File: src/rtl/pcib_win_pkg.sv
// Package: shared constants and types for the address window decoder.
// Assumes a 32-bit address space and a word-wide register port.
package pcib_win_pkg;

    // Classification result of the bus-master decode path.
    typedef enum logic [1:0] {
        TGT_HOST  = 2'd0,
        TGT_PCI   = 2'd1,
        TGT_LOCAL = 2'd2,
        TGT_MISS  = 2'd3
    } bm_tgt_e;

    localparam int unsigned OFS_W        = 12;
    localparam logic [OFS_W-1:0] CTRL_OFS = 12'h038;
    localparam logic [OFS_W-1:0] EN_OFS   = 12'h060;

endpackage

File: src/rtl/pcib_win_regs.sv
// Module: control word and per-window enable word, with write and readback.
// The enable word drops its first and last bits on every write. Reads are
// combinational. Unknown offsets read zero and ignore writes.
module pcib_win_regs #(
    parameter int unsigned DW     = 32,
    parameter int unsigned NCHUNK = 32,
    parameter int unsigned OFS_W  = 12,
    parameter logic [OFS_W-1:0] CTRL_OFS = 12'h038,
    parameter logic [OFS_W-1:0] EN_OFS   = 12'h060
) (
    input  logic              clk,
    input  logic              rst_n,
    input  logic              wr_en,
    input  logic [OFS_W-1:0]  addr,
    input  logic [DW-1:0]     wdata,
    output logic [DW-1:0]     rdata,
    output logic [DW-1:0]     ctrl_q,
    output logic [NCHUNK-1:0] en_q
);
    // Bits that may ever be set: every window except the two end ones.
    localparam logic [NCHUNK-1:0] EN_KEEP =
        ~(NCHUNK'(1) | (NCHUNK'(1) << (NCHUNK - 1)));

    // Capture writes to the control word.
    always_ff @(posedge clk) begin
        if (!rst_n)
            ctrl_q <= '0;
        else if (wr_en && addr == CTRL_OFS)
            ctrl_q <= wdata;
    end

    // Capture writes to the enable word with the end windows masked off.
    always_ff @(posedge clk) begin
        if (!rst_n)
            en_q <= '0;
        else if (wr_en && addr == EN_OFS)
            en_q <= wdata[NCHUNK-1:0] & EN_KEEP;
    end

    // Readback multiplexer.
    always_comb begin
        unique case (addr)
            CTRL_OFS: rdata = ctrl_q;
            EN_OFS:   rdata = DW'(en_q);
            default:  rdata = '0;
        endcase
    end
endmodule

File: src/rtl/pcib_win_outbound.sv
// Module: processor-side window match. One comparator per chunk is built by
// generate. Assumes that the chunks tile one aligned region whose top bits
// equal REGION_TAG. The hit vector is one-hot by construction, because
// each chunk matches a different index.
module pcib_win_outbound #(
    parameter int unsigned AW        = 32,
    parameter int unsigned DW        = 32,
    parameter int unsigned NCHUNK    = 32,
    parameter int unsigned CHUNK_LG  = 23,
    parameter int unsigned MODE_LSB  = 7,
    parameter logic [1:0]  MODE_ON   = 2'b01,
    parameter int unsigned IDX_W     = $clog2(NCHUNK),
    parameter logic [AW-CHUNK_LG-IDX_W-1:0] REGION_TAG = '1
) (
    input  logic [AW-1:0]     cpu_addr,
    input  logic [DW-1:0]     ctrl,
    input  logic [NCHUNK-1:0] en,
    output logic              hit,
    output logic [IDX_W-1:0]  win,
    output logic [AW-1:0]     pci_addr
);
    localparam int unsigned REGION_LG = CHUNK_LG + IDX_W;

    logic              fwd_on;
    logic              in_region;
    logic [IDX_W-1:0]  chunk_idx;
    logic [NCHUNK-1:0] hit_vec;

    // Global gate from the mode field.
    assign fwd_on    = (ctrl[MODE_LSB +: 2] == MODE_ON);
    assign in_region = (cpu_addr[AW-1:REGION_LG] == REGION_TAG);
    assign chunk_idx = cpu_addr[REGION_LG-1:CHUNK_LG];

    // One match term per chunk.
    for (genvar i = 0; i < NCHUNK; i++) begin : g_chunk
        assign hit_vec[i] = fwd_on && in_region && en[i] &&
                            (chunk_idx == IDX_W'(i));
    end

    // Encode the matching chunk number.
    always_comb begin
        win = '0;
        for (int i = 0; i < NCHUNK; i++)
            if (hit_vec[i]) win = win | IDX_W'(i);
    end

    assign hit      = |hit_vec;
    assign pci_addr = hit ? cpu_addr : '0;
endmodule

File: src/rtl/pcib_win_inbound.sv
// Module: bus-master address classifier. The ranges are checked in a fixed
// priority: host memory, then PCI memory, then processor-local space.
// Anything left over is a miss. Assumes that the ranges are ordered and
// do not overlap.
module pcib_win_inbound
    import pcib_win_pkg::*;
#(
    parameter int unsigned AW       = 32,
    parameter int unsigned NCHUNK   = 32,
    parameter int unsigned CHUNK_LG = 23,
    parameter logic [AW-1:0] REGION_BASE = 32'hF000_0000,
    parameter logic [AW-1:0] LOCAL_LO    = 32'hFFF0_0000,
    parameter logic [AW-1:0] LOCAL_HI    = 32'hFFFF_EFFF
) (
    input  logic [AW-1:0] bm_addr,
    output bm_tgt_e       tgt
);
    localparam logic [AW-1:0] CHUNK_SZ = AW'(1) << CHUNK_LG;
    localparam logic [AW-1:0] PCI_LO   = REGION_BASE + CHUNK_SZ;
    localparam logic [AW-1:0] PCI_END  = REGION_BASE + CHUNK_SZ * AW'(NCHUNK - 1);

    // Range compare in priority order.
    always_comb begin
        if (bm_addr < PCI_LO)
            tgt = TGT_HOST;
        else if (bm_addr < PCI_END)
            tgt = TGT_PCI;
        else if (bm_addr >= LOCAL_LO && bm_addr <= LOCAL_HI)
            tgt = TGT_LOCAL;
        else
            tgt = TGT_MISS;
    end
endmodule

File: src/rtl/pcib_win_top.sv
// Module: top of the address window decoder. It holds the register file
// and both decode paths. The register port is single-cycle: writes land
// at the rising edge and reads are combinational.
module pcib_win_top
    import pcib_win_pkg::*;
#(
    parameter int unsigned AW       = 32,
    parameter int unsigned DW       = 32,
    parameter int unsigned NCHUNK   = 32,
    parameter int unsigned CHUNK_LG = 23,
    parameter int unsigned IDX_W    = $clog2(NCHUNK)
) (
    input  logic             clk,
    input  logic             rst_n,
    input  logic             reg_wr_en,
    input  logic [OFS_W-1:0] reg_addr,
    input  logic [DW-1:0]    reg_wdata,
    output logic [DW-1:0]    reg_rdata,
    input  logic [AW-1:0]    cpu_addr,
    output logic             cpu_hit,
    output logic [IDX_W-1:0] cpu_win,
    output logic [AW-1:0]    pci_addr,
    input  logic [AW-1:0]    bm_addr,
    output logic             bm_host,
    output logic             bm_pci,
    output logic             bm_local,
    output logic             bm_miss
);
    logic [DW-1:0]     ctrl_q;
    logic [NCHUNK-1:0] en_q;
    bm_tgt_e           bm_tgt;

    pcib_win_regs #(
        .DW(DW), .NCHUNK(NCHUNK), .OFS_W(OFS_W),
        .CTRL_OFS(CTRL_OFS), .EN_OFS(EN_OFS)
    ) u_regs (
        .clk(clk), .rst_n(rst_n), .wr_en(reg_wr_en), .addr(reg_addr),
        .wdata(reg_wdata), .rdata(reg_rdata), .ctrl_q(ctrl_q), .en_q(en_q)
    );

    pcib_win_outbound #(
        .AW(AW), .DW(DW), .NCHUNK(NCHUNK), .CHUNK_LG(CHUNK_LG),
        .MODE_LSB(7), .MODE_ON(2'b01), .IDX_W(IDX_W)
    ) u_out (
        .cpu_addr(cpu_addr), .ctrl(ctrl_q), .en(en_q),
        .hit(cpu_hit), .win(cpu_win), .pci_addr(pci_addr)
    );

    pcib_win_inbound #(
        .AW(AW), .NCHUNK(NCHUNK), .CHUNK_LG(CHUNK_LG)
    ) u_in (
        .bm_addr(bm_addr), .tgt(bm_tgt)
    );

    // Expand the class code into one strobe per target.
    assign bm_host  = (bm_tgt == TGT_HOST);
    assign bm_pci   = (bm_tgt == TGT_PCI);
    assign bm_local = (bm_tgt == TGT_LOCAL);
    assign bm_miss  = (bm_tgt == TGT_MISS);
endmodule

File: config.mk
export PLATFORM = sky130hd
export DESIGN_NAME = pcib_win_top
export DESIGN_NICKNAME = d
export VERILOG_FILES = /design/src/rtl/pcib_win_pkg.sv /design/src/rtl/pcib_win_regs.sv /design/src/rtl/pcib_win_outbound.sv /design/src/rtl/pcib_win_inbound.sv /design/src/rtl/pcib_win_top.sv
export SDC_FILE = /design/constraint.sdc
export NUM_CORES = 1
export LEC_CHECK = 0
export BUFFER_PORTS_ARGS = -buffer_cell sky130_fd_sc_hd__buf_2
export CAP_MARGIN = 30
export CORE_MARGIN = 1
export CORE_UTILIZATION = 45
export DETAILED_ROUTE_END_ITERATION = 10
export PLACE_DENSITY = 0.82
export SETUP_SLACK_MARGIN = 0.5
export SLEW_MARGIN = 20
export SYNTH_ARGS = -nofsm -noshare
export SYNTH_HDL_FRONTEND = slang
export SYNTH_SLANG_ARGS = --single-unit
File: constraint.sdc
create_clock -name clk -period 1.81 [get_ports clk]
set_input_delay 0.0905 -clock clk [delete_from_list [all_inputs] [get_ports clk]]
set_output_delay 0.0905 -clock clk [all_outputs]
set_load 0.02 [all_outputs]
==> impl_metrics.py, run 1 <==
metrics = {
    "cts": {
        "cts-htree-levels": 3,
        "clk_path_buf_depth": 2,
        "cts-root-buf": "sky130_fd_sc_hd__clkbuf_8",
        "clkSinkCount": 62,
        "numCtsBuffers": 9,
    },
    "floorplan": {
        "row_count": 32,
        "floorplan.die.height_um": 91.9,
        "ios": 185,
        "die_width_um": 91.9,
        "start_util_pct": 46.8,
    },
    "logic_synthesis": {
        "postSynth.asyncResetShare_pct": 0,
        "ys.flop_type": "sky130_fd_sc_hd__dfxtp_1",
        "yosysUniqueCellTypes": 51,
        "synthesis.yosys.warnings": 0,
        "netlist_area_um2": 3640,
        "syn_inst": 484,
        "ys_seq_elements": 62,
        "seq_area_frac_synth_pct": 34.1,
        "syn-num-nets": 595,
        "synth_enable_flop_cells": 0,
        "syn_area_per_cell_um2": 7.51,
    },
    "placement": {
        "dp.cells": 781,
        "io_port_bufs": 172,
        "post_place_cell_area_um2": 5830,
        "final_weighted_congestion_in_routability_driven_placement": 0.879,
        "preCtsSetupSlack_ps": -146,
        "post-dp-hpwl_um": 9610,
    },
    "outcome": {
        "run_error": "[ERROR DPL-0038] Utilization greater than 100%, impossible to legalize",
        "stop_stage": "global routing (5_1_grt)",
        "outcome": "stopped before the end",
    },
    "sta": {
        "worst_endpoint_kind": "top-level output",
        "postGrtWorstEndpoint": "cpu_hit",
    },
    "grt": {
        "grt_start_max_net_pins": 33,
    },
}
==> synthesized netlist by cell type, types with 2 or more instances <==
cell                       instances  area [um2]
sky130_fd_sc_hd__clkbuf_1         27         101
sky130_fd_sc_hd__o22ai_1           4        25.0
sky130_fd_sc_hd__nor2_1            7        26.3
sky130_fd_sc_hd__a21boi_0         27         203
sky130_fd_sc_hd__a22oi_1           2        15.0
sky130_fd_sc_hd__mux2_2            5        56.3
sky130_fd_sc_hd__and3b_1           2        17.5
sky130_fd_sc_hd__mux2i_1           7        70.1
sky130_fd_sc_hd__nand2b_1          2        12.5
sky130_fd_sc_hd__a21boi_1         35         263
sky130_fd_sc_hd__nor3_1            3        15.0
sky130_fd_sc_hd__and3_1            4        25.0
sky130_fd_sc_hd__inv_1             2        7.51
sky130_fd_sc_hd__nand4_1           6        37.5
sky130_fd_sc_hd__or2_2             2        12.5
sky130_fd_sc_hd__and2_1            4        25.0
sky130_fd_sc_hd__dfxtp_1          62        1240
sky130_fd_sc_hd__nor2b_1           3        18.8
sky130_fd_sc_hd__o41a_1            2        22.5
sky130_fd_sc_hd__a31oi_1           3        18.8
sky130_fd_sc_hd__a22o_1           30         263
sky130_fd_sc_hd__o21ai_0           4        20.0
sky130_fd_sc_hd__nand2_1         155         582
sky130_fd_sc_hd__buf_4             3        22.5
sky130_fd_sc_hd__buf_2            14        70.1
sky130_fd_sc_hd__a21oi_1          38         190
sky130_fd_sc_hd__nand3_1           7        35.0
==> timing repair <==
action	4_1_cts
pin swaps	28
gates resized for setup	214
cloned	12
endpoints found under the setup margin	132
buffers inserted	17
hold buffers	27
hold endpoints to repair	43
==> per-stage QoR <==
| step | setup TNS (ps) | hold slack, ps |
|---|---|---|
| after floorplan | 0 | 218 |
| after global placement | -2200 | 329 |
| after detailed placement | -3610 | 344 |
| after CTS | -10720 | 0.647 |
==> cells by family after synthesis <==
kind of cell | synth area share (%)
AND/OR/NAND/NOR | 25.8
AO/OA/AOI/OAI | 30.3
flip-flops | 34.1
buffers and inverters | 5.64
multiplexers | 4.09
==> run 2: changes to the inputs <==
--- a/config.mk
+++ b/config.mk
@@ -8,10 +8,9 @@
 export BUFFER_PORTS_ARGS = -buffer_cell sky130_fd_sc_hd__buf_2
 export CAP_MARGIN = 30
 export CORE_MARGIN = 1
-export CORE_UTILIZATION = 45
+export CORE_UTILIZATION = 30
 export DETAILED_ROUTE_END_ITERATION = 10
-export PLACE_DENSITY = 0.82
-export SETUP_SLACK_MARGIN = 0.5
+export PLACE_DENSITY_LB_ADDON = 0.15
 export SLEW_MARGIN = 20
 export SYNTH_ARGS = -nofsm -noshare
 export SYNTH_HDL_FRONTEND = slang
==> run 2 against run 1 <==
  * The flow now finishes, with violations (DRC, setup timing)
  * Synthesized cell count unchanged
  * Synthesized area stayed put
==> impl_metrics.py, run 2 <==
metrics = {
    "outcome": {
        "outcome": "finished with violations",
        "violations_in_the_final_reports": "DRC, setup timing",
    },
    "min_path": {
        "hold_path_startpoint": "reg_wdata[19]",
        "holdCritPathClass": "in2reg",
        "worstHoldEndpoint": "u_regs.en_q[19]",
        "timing.hold.worst_path_depth": 3,
    },
    "placement": {
        "final_weighted_congestion_in_routability_driven_placement": 0.795,
        "post-dp-hpwl_um": 9480,
        "post_place_cell_area_um2": 4990,
        "io_port_bufs": 172,
        "preCtsSetupSlack_ps": -127,
    },
    "cts": {
        "clk_path_buf_depth": 2,
        "clkSinkCount": 62,
        "clock_tree_from_tritoncts": "yes",
        "worstSkewPairLatency_ps": 320,
        "clk_transition_reported_paths_ps": 60,
        "cts-htree-levels": 3,
        "numCtsBuffers": 9,
        "cts-root-buf": "sky130_fd_sc_hd__clkbuf_16",
    },
    "job": {
        "max_cap_viol_count": 0,
    },
    "logic_synthesis": {
        "ys.flop_type": "sky130_fd_sc_hd__dfxtp_1",
        "synth.top_cell.area_share_pct": 34.1,
        "netlist_top_cells_count": "155 x sky130_fd_sc_hd__nand2_1, 62 x sky130_fd_sc_hd__dfxtp_1, 38 x sky130_fd_sc_hd__a21oi_1",
        "ys_seq_elements": 62,
        "synth_top_area_cell": "sky130_fd_sc_hd__dfxtp_1",
        "postSynth.asyncResetShare_pct": 0,
        "synthesis.yosys.warnings": 0,
        "syn-num-nets": 595,
        "syn_area_per_cell_um2": 7.51,
        "syn_inst": 484,
        "synth_enable_flop_cells": 0,
        "seq_area_frac_synth_pct": 34.1,
        "yosysUniqueCellTypes": 51,
        "yosysMostFrequentCell": "sky130_fd_sc_hd__nand2_1",
        "synth.top_cells.by_area": "sky130_fd_sc_hd__dfxtp_1 34%, sky130_fd_sc_hd__nand2_1 16%, sky130_fd_sc_hd__a21boi_1 7.2%, sky130_fd_sc_hd__a22o_1 7.2%, sky130_fd_sc_hd__a21boi_0 5.6%",
        "netlist_area_um2": 3640,
    },
    "cells_and_area": {
        "area_of_all_placed_cells_without_fillers_um2": 5880,
        "final_cell_mix": "154 x sky130_fd_sc_hd__nand2_1, 147 x sky130_fd_sc_hd__buf_2, 53 x sky130_fd_sc_hd__buf_4",
        "flow.area_growth_from_synthesis_pct": 61.7,
        "registers.top_by_ff_count": "u_regs.ctrl_q",
        "layout-drive-gt1-share_pct": 44.6,
        "layout_commonest_cell": "sky130_fd_sc_hd__nand2_1",
        "number_of_nets_in_the_final_layout": 796,
        "largest_register_ff_count": 32,
        "layout_top_registers": "u_regs.ctrl_q: 32 flops, u_regs.en_q: 30 flops",
        "number_of_fill_cells": 1119,
    },
    "grt": {
        "track_usage_pct": 21.4,
        "grt_start_max_net_pins": 37,
        "antenna_found_initial": 1,
        "global_route.overflow_total": 0,
        "grt_pass1_wl_um": 21300,
        "first_global_vias": 4343,
    },
    "power_and_ir_drop": {
        "static_power_due_to_leakage_uw": 0.00240,
        "power.density_cell_area_nw_per_um2": 564,
        "p_sw_share_pct": 22.5,
        "ir_worst_vdd_mv": 0.453,
        "pwr-share-comb_pct": 8.5,
        "power.switching_uw": 747,
        "design_power_total_uw": 3320,
        "cell_internal_pwr_uw": 2570,
        "power.share.clock_pct": 50.4,
        "share_seq_of_total_power_pct": 41.1,
    },
    "routing": {
        "met3_routed_wl_um": 781,
        "remaining_drc_errors": 20,
        "post_drt_via_cell_ratio": 5.16,
        "met2_length_um": 6560,
        "detail_route.first_pass.iterations": 8,
        "postRouteAntennaNets": 0,
        "first_iter_violations": 207,
        "routed_wl_um": 13400,
        "route.detailed.wl_per_inst_um": 16.1,
        "uppermost_metal_layer_occupied_by_signal_nets": "met4",
        "drt-met1-wl_um": 5650,
        "vias": 4300,
    },
    "setup_path": {
        "crit_path_buf_inv_count": 3,
        "setup_slack_of_the_most_critical_reg_to_reg_path_ps": 980,
        "crit_required_ps": 1720,
        "cp_slowest_stage_delay_ps": 320,
        "cp_top_family": "compound AO/OA/AOI/OAI gates",
        "maximum_fanout_count_along_the_critical_path": 8,
        "r2r-start": "u_regs.en_q[28]",
        "critical-path-slowest-cell": "sky130_fd_sc_hd__dfxtp_2",
        "timing.setup.critical_path_class": "reg2out",
        "setup.worst_path.start_class": "flop",
        "worstPathArrival_ps": 2030,
        "ordered_cell_list_for_the_critical_path": "mux2_4 > a22oi_2 > o22ai_2 > a311oi_4 > buf_6 > clkbuf_16 > a21oi_1 > buf_2",
        "critical_path.reg2reg.endpoint": "u_regs.en_q[28]",
        "cp-end-kind": "output port",
        "timing.reg2reg.worst_path_depth": 4,
    },
    "floorplan": {
        "floorplan.die.height_um": 112,
        "core_um2": 11600,
        "ios": 185,
        "die_width_um": 112,
        "row_count": 39,
        "floorplan.die_area_um2": 12600,
        "start_util_pct": 31.3,
    },
    "sta": {
        "finalHoldViolCount": 0,
        "worst_clock_skew_ps": 0,
        "setup_ws_ps": -312,
        "tightest_slew_ps": 460,
        "shortest_period_the_worst_path_allows_ps": 2120,
        "max_slew_margin_pct": 69.3,
        "setup_repair_after_global_routing_missed_its_margin": "true",
        "total_of_endpoints_with_negative_setup_slack_in_the_final_report": 34,
        "fin_crit_sh_pct": 117,
        "drv_slew": 0,
        "timing.fmax_mhz": 471,
    },
}
run 2: power groups by stage:
stage                     sequential (uW)  clock, uW  combinational (uW)
final                                1360       1670                 280
after global routing                 1360       1760                 303
after CTS                            1360       1710                 271
after detailed placement             1390          0                 258
after global placement               1390          0                 254
after floorplan                      1390          0                90.0
run 2: what timing repair did:
action / in CTS / in global routing
cloned: 4 / 1
pin swaps: 18 / 15
hold buffers: 2 / 0
setup endpoints to repair: 59 / 62
setup buffers: 7 / 4
resized for setup: 63 / 52
hold endpoints to repair: 2 / 0
run 2: worst max-delay path by stage:
stage	start	to	slack, ps	cells past startpoint
2_1_floorplan	cpu_addr[25]	cpu_hit	-20	7
4_1_cts	u_regs.en_q[24]	pci_addr[5]	-290	8
5_1_grt	u_regs.en_q[19]	pci_addr[28]	-360	8
3_3_place_gp	cpu_addr[26]	pci_addr[4]	-120	8
6_report	u_regs.en_q[24]	pci_addr[31]	-310	8
3_5_place_dp	cpu_addr[26]	pci_addr[2]	-130	8
run 2: kinds of logic after synthesis:
family                 Yosys count  synth area share [%]
flip-flops                      62                  34.1
multiplexers                    13                  4.09
buffers and inverters           47                  5.64
AND/OR/NAND/NOR                208                  25.8
AO/OA/AOI/OAI                  154                  30.3
run 2: worst reg2reg max path, cell delays in order, from the launching register on:
cell,delay (ps)
sky130_fd_sc_hd__dfxtp_2,350
sky130_fd_sc_hd__buf_6,100
sky130_fd_sc_hd__buf_4,110
sky130_fd_sc_hd__nand2_1,40
sky130_fd_sc_hd__a21boi_0,160
run 2: layout make-up:
type | count | area, um2 | share of cell area (%)
Inverter | 3 | 11.3 | 0.191
Clock buffer | 10 | 229 | 3.89
Sequential cell | 62 | 1260 | 21.4
Multi-Input combinational cell | 375 | 2480 | 42.2
Clock inverter | 6 | 62.6 | 1.06
Timing Repair Buffer | 234 | 1660 | 28.2
Tap cell | 143 | 179 | 3.04
Antenna cell | 1 | 2.50 | 0.0426
run 2: per-layer routing:
| layer | vias up | GRT usage [%] |
|---|---|---|
| li1 | 2110 | - |
| met1 | 2012 | 24.3 |
| met2 | 152 | 38.2 |
| met3 | 26 | 4.27 |
| met4 | 0 | 10.5 |
| met5 | - | 0 |
run 2: through the flow:
step / hold WS, ps / cells / utilization (%) / setup TNS, ps
final: 11.9 / 834 / 50.6 / -9090
after global placement: 337 / 803 / 43.0 / -2830
after CTS: 0.989 / 829 / 48.6 / -8470
after global routing: 19.8 / 834 / 50.6 / -11080
after floorplan: 225 / 484 / - / -477
after detailed placement: 341 / 803 / 43.0 / -3890
Note: power is estimated with default switching activity, not from simulation.
==> run 3: changes to the inputs <==
==> constraint.sdc (replaced) <==
create_clock -name clk -period 2.6 [get_ports clk]
set_input_delay 0.13 -clock clk [delete_from_list [all_inputs] [get_ports clk]]
set_output_delay 0.13 -clock clk [all_outputs]
set_load 0.02 [all_outputs]
==> run 3 against run 2 <==
  * Flip-flop and latch count is the same
  * Global-route usage is 1.8 points lower
  * Register-to-register slack gained 880 ps
  * The flow finishes with violations (DRC)
==> impl_metrics.py, run 3 (synthesis results as in run 2) <==
metrics = {
    "setup_path": {
        "crit_path_buf_inv_count": 2,
        "maximum_fanout_count_along_the_critical_path": 32,
        "crit_required_ps": 2470,
        "timing.setup.critical_path_class": "reg2out",
        "r2r-start": "u_regs.en_q[6]",
        "worstPathArrival_ps": 2300,
        "cp-end-kind": "output port",
        "critical-path-slowest-cell": "sky130_fd_sc_hd__dfxtp_1",
        "ordered_cell_list_for_the_critical_path": "mux2_2 > a22oi_1 > o22ai_1 > a311oi_4 > buf_4 > a21oi_1 > buf_2",
        "cp_slowest_stage_delay_ps": 360,
        "crit_path_start": "u_regs.en_q[28]",
        "setup.worst_path.start_class": "flop",
        "cp_top_family": "compound AO/OA/AOI/OAI gates",
    },
    "cells_and_area": {
        "layout_top_registers": "u_regs.ctrl_q: 32 flops, u_regs.en_q: 30 flops",
        "layout-drive-gt1-share_pct": 33.4,
        "flow.area_growth_from_synthesis_pct": 34.9,
        "final_cell_mix": "172 x sky130_fd_sc_hd__buf_2, 155 x sky130_fd_sc_hd__nand2_1, 62 x sky130_fd_sc_hd__dfxtp_1",
        "number_of_nets_in_the_final_layout": 747,
        "layout_commonest_cell": "sky130_fd_sc_hd__buf_2",
        "largest_register_ff_count": 32,
        "registers.top_by_ff_count": "u_regs.ctrl_q",
    },
    "sta": {
        "max_slew_margin_pct": 39.8,
        "setup_repair_after_global_routing_missed_its_margin": "false",
        "worst_clock_skew_ps": 0,
        "timing.fmax_mhz": 411,
        "setup_ws_ps": 166,
        "fin_crit_sh_pct": 93.6,
        "finalSetupTns_ps": 0,
        "finalHoldViolCount": 0,
        "drv_slew": 0,
        "total_of_endpoints_with_negative_setup_slack_in_the_final_report": 0,
        "tightest_slew_ps": 903,
        "shortest_period_the_worst_path_allows_ps": 2430,
    },
    "placement": {
        "preCtsSetupSlack_ps": 325,
        "io_port_bufs": 172,
        "final_weighted_congestion_in_routability_driven_placement": 0.775,
        "post-dp-hpwl_um": 8950,
    },
    "grt": {
        "antenna_found_initial": 1,
        "grt_pass1_wl_um": 19500,
        "track_usage_pct": 19.6,
        "grt_start_max_net_pins": 63,
        "global_route.overflow_total": 0,
        "first_global_vias": 3823,
    },
    "routing": {
        "post_drt_via_cell_ratio": 5.15,
        "first_iter_violations": 214,
        "remaining_drc_errors": 20,
        "vias": 4042,
        "route.detailed.wl_per_inst_um": 15.5,
        "detail_route.first_pass.iterations": 8,
        "routed_wl_um": 12200,
        "postRouteAntennaNets": 0,
    },
    "cts": {
        "numCtsBuffers": 9,
        "cts_hold_buffers": 0,
        "clk_transition_reported_paths_ps": 50,
        "clock_tree_from_tritoncts": "yes",
        "clk_path_buf_depth": 2,
        "worstSkewPairLatency_ps": 330,
        "cts-htree-levels": 3,
        "postCtsSetupRepairBufs": 0,
        "cts-root-buf": "sky130_fd_sc_hd__clkbuf_16",
        "clkSinkCount": 62,
    },
    "floorplan": {
        "row_count": 39,
        "ios": 185,
        "core_um2": 11600,
        "floorplan.die.height_um": 112,
        "floorplan.die_area_um2": 12600,
        "die_width_um": 112,
        "start_util_pct": 31.3,
    },
    "outcome": {
        "violations_in_the_final_reports": "DRC",
        "outcome": "finished with violations",
    },
    "job": {
        "max_cap_viol_count": 0,
    },
    "min_path": {
        "holdCritPathClass": "in2reg",
        "hold_path_startpoint": "reg_wdata[0]",
    },
    "power_and_ir_drop": {
        "power.density_cell_area_nw_per_um2": 443,
        "ir_worst_vdd_mv": 0.312,
        "static_power_due_to_leakage_uw": 0.00204,
    },
}
[run 3: routing by layer]
metal  GRT usage, %  share of wire [%]  up-vias
met5              0                  0        -
met4           6.76                2.1        0
met3           4.37                8.2       18
met2           33.6                 49      170
met1           24.1                 41     1846
li1               -                  -     2008
[run 3: metrics by stage]
step	power [uW]	area (um2)	util [%]	hold WS, ps	cells
floorplan	1030	3640	-	265	484
global route	2270	4910	42.2	50.5	785
detailed placement	1130	4630	39.9	385	768
finish	2170	4910	42.2	44.0	785
global placement	1130	4630	39.9	372	768
CTS	2200	4900	42.2	39.3	784
[run 3: final cells by class]
class	instances	area [um2]
Clock inverter	6	38.8
Inverter	3	11.3
Fill cell	1218	6710
Multi-Input combinational cell	375	2220
Clock buffer	10	229
Sequential cell	62	1240
Timing Repair Buffer	185	987
Antenna cell	1	2.50
Tap cell	143	179
[run 3: tightest hold or removal path: stages]
cell and delay, ps:
sky130_fd_sc_hd__buf_2 100, sky130_fd_sc_hd__nand2_1 50, sky130_fd_sc_hd__a21boi_1 50
[run 3: worst paths after layout]
| kind | to | slack (ps) | depth (start not counted) |
|---|---|---|---|
| hold / removal | u_regs.ctrl_q[0] | 40 | 3 |
| setup / recovery | pci_addr[2] | 170 | 7 |
| setup reg to reg | u_regs.en_q[6] | 1860 | 2 |
| hold reg to reg | u_regs.ctrl_q[31] | 450 | 2 |
[run 3: report_power, final]
part	leakage, uW	internal [uW]	switching (uW)
Combinational	0.00141	80.2	77.6
Clock	0.000128	640	424
Sequential	0.000499	951	0.0796
Total	0.00204	1670	502
[run 3: what timing repair did]
action / CTS / global route
resized for setup: 0 / 1
endpoints found under the setup margin: 0 / 2
endpoints found under the hold margin: 0 / 0
==> run 4: changes to the inputs <==
==> constraint.sdc (replaced) <==
create_clock -name clk -period 2.6 [get_ports clk]
set_input_delay 0.26 -clock clk [delete_from_list [all_inputs] [get_ports clk]]
set_output_delay 0.26 -clock clk [all_outputs]
set_load 0.02 [all_outputs]
==> run 4 against run 3 <==
  * Global-route usage is 0.13 points higher
  * Count of clock-buffer cells in the layout up 2
  * Worst setup slack better by 1.8 ps
  * Cell count is 0.25% higher
  * Utilization up 0.61 points
  * Critical path depth unchanged
  * First-iteration DRC count down 1.4%
  * The flow still finishes with violations (DRC)
  * Power is 0.85% higher
  * Clock power hardly changed
  * Highest routed layer unchanged
  * Critical path type unchanged
  * Die area unchanged
  * Largest power group unchanged
==> impl_metrics.py, run 4 (synthesis results as in run 2) <==
metrics = {
    "routing": {
        "post_drt_via_cell_ratio": 5.21,
        "vias": 4101,
        "remaining_drc_errors": 20,
        "postRouteAntennaNets": 0,
        "detail_route.first_pass.iterations": 7,
        "route.detailed.wl_per_inst_um": 15.8,
        "first_iter_violations": 211,
        "routed_wl_um": 12400,
    },
    "setup_path": {
        "critical_path.reg2reg.endpoint": "u_regs.en_q[6]",
        "worstPathArrival_ps": 2170,
        "maximum_fanout_count_along_the_critical_path": 30,
        "setup_slack_of_the_most_critical_reg_to_reg_path_ps": 1820,
        "crit_required_ps": 2340,
        "r2r-start": "u_regs.en_q[6]",
        "crit_path_start": "u_regs.en_q[23]",
        "setup.worst_path.start_class": "flop",
        "cp-end-kind": "output port",
        "timing.setup.critical_path_class": "reg2out",
        "timing.reg2reg.worst_path_depth": 2,
    },
    "sta": {
        "fin_crit_sh_pct": 93.5,
        "worst_clock_skew_ps": 0,
        "drv_slew": 0,
        "finalSetupTns_ps": 0,
        "setup_repair_after_global_routing_missed_its_margin": "false",
        "timing.fmax_mhz": 411,
        "finalHoldViolCount": 0,
        "max_slew_margin_pct": 55.1,
        "shortest_period_the_worst_path_allows_ps": 2430,
        "tightest_slew_ps": 656,
        "total_of_endpoints_with_negative_setup_slack_in_the_final_report": 0,
        "holdWs_ps": 177,
    },
    "floorplan": {
        "floorplan.die_area_um2": 12600,
        "core_um2": 11600,
        "start_util_pct": 31.3,
        "floorplan.die.height_um": 112,
        "die_width_um": 112,
        "ios": 185,
        "row_count": 39,
    },
    "cts": {
        "cts_hold_buffers": 0,
        "clk_path_buf_depth": 2,
        "numCtsBuffers": 9,
        "postCtsSetupRepairBufs": 0,
        "clkSinkCount": 62,
        "postCtsResizedCells": 0,
        "worstSkewPairLatency_ps": 320,
        "cts-root-buf": "sky130_fd_sc_hd__clkbuf_16",
        "clk_transition_reported_paths_ps": 50,
        "cts-htree-levels": 3,
        "clock_tree_from_tritoncts": "yes",
    },
    "min_path": {
        "timing.hold.worst_path_depth": 3,
        "holdCritPathClass": "in2reg",
        "hold_path_startpoint": "reg_wdata[0]",
        "worstHoldEndpoint": "u_regs.ctrl_q[0]",
    },
    "power_and_ir_drop": {
        "share_seq_of_total_power_pct": 43.4,
        "power.density_cell_area_nw_per_um2": 440,
        "ir_worst_vdd_mv": 0.318,
        "pwr-share-comb_pct": 7.5,
        "power.share.clock_pct": 49.0,
        "cell_internal_pwr_uw": 1700,
        "static_power_due_to_leakage_uw": 0.00208,
        "p_sw_share_pct": 22.3,
        "power.switching_uw": 490,
    },
    "cells_and_area": {
        "number_of_diodes_added_for_antenna_fixing": 0,
        "number_of_fill_cells": 1206,
        "area_of_all_placed_cells_without_fillers_um2": 4980,
        "registers.top_by_ff_count": "u_regs.ctrl_q",
        "layout_top_registers": "u_regs.ctrl_q: 32 flops, u_regs.en_q: 30 flops",
        "layout-drive-gt1-share_pct": 33.5,
        "flow.area_growth_from_synthesis_pct": 36.8,
        "largest_register_ff_count": 32,
        "layout_commonest_cell": "sky130_fd_sc_hd__buf_2",
        "number_of_nets_in_the_final_layout": 750,
        "seqCellArea_um2": 1240,
        "post_route_core_utilization_pct": 42.9,
        "final_cell_mix": "172 x sky130_fd_sc_hd__buf_2, 155 x sky130_fd_sc_hd__nand2_1, 62 x sky130_fd_sc_hd__dfxtp_1",
        "multi_input_gate_area_in_the_final_layout_um2": 2230,
    },
    "placement": {
        "post_place_cell_area_um2": 4670,
        "final_weighted_congestion_in_routability_driven_placement": 0.778,
        "io_port_bufs": 172,
        "post-dp-hpwl_um": 8970,
    },
    "outcome": {
        "violations_in_the_final_reports": "DRC",
        "outcome": "finished with violations",
    },
    "grt": {
        "first_global_vias": 3846,
        "grt_start_max_net_pins": 63,
        "grt_pass1_wl_um": 19500,
        "antenna_found_initial": 0,
        "global_route.overflow_total": 0,
        "track_usage_pct": 19.7,
    },
    "job": {
        "max_cap_viol_count": 0,
    },
}
[run 4: area by class of cell]
cell class	count	share of cell area, %
multi-input cells	375	44.7
inverters	3	0.226
well taps	143	3.59
flip-flops and latches	62	24.9
clock buffers	12	4.95
clock inverters	4	0.452
repair buffers	188	21.1
[run 4: routing by layer]
layer | global-route usage [%] | up-vias | wire (um) | share of wire, %
met5 | 0 | - | 0 | 0
met4 | 8.71 | 0 | 259 | 2.1
met3 | 4.05 | 16 | 942 | 7.6
met2 | 34.3 | 167 | 6050 | 49
met1 | 23.3 | 1905 | 5150 | 42
li1 | - | 2013 | - | -
[run 4: worst max-delay path by stage]
stage / to / cells past startpoint / slack (ps)
finish: pci_addr[2] / 7 / 170
global route: pci_addr[2] / 7 / 7
CTS: pci_addr[2] / 7 / 90
detailed placement: pci_addr[2] / 8 / 170
global placement: pci_addr[2] / 8 / 200
floorplan: cpu_hit / 7 / 440
[run 4: per-stage QoR]
stage,cells,total power (uW),worst slack [ps]
6_report,787,2190,168
5_1_grt,787,2270,7.15
4_1_cts,786,2210,93.4
3_5_place_dp,770,1130,166
3_3_place_gp,770,1130,202
2_1_floorplan,484,1030,435
[run 4: power groups by stage]
stage	clock network, uW	registers, uW	logic [uW]
6_report	1070	951	165
5_1_grt	1140	950	182
4_1_cts	1100	951	161
3_5_place_dp	0	971	161
3_3_place_gp	0	971	158
2_1_floorplan	0	971	62.6
[run 4: worst max-delay path: stages, from the launching register on]
cell and delay [ps]:
sky130_fd_sc_hd__dfxtp_1 430, sky130_fd_sc_hd__and3_1 180, sky130_fd_sc_hd__o21ai_0 100, sky130_fd_sc_hd__a21oi_1 390
sky130_fd_sc_hd__nor4b_4 110, sky130_fd_sc_hd__buf_12 180, sky130_fd_sc_hd__a21oi_1 250, sky130_fd_sc_hd__buf_2 210
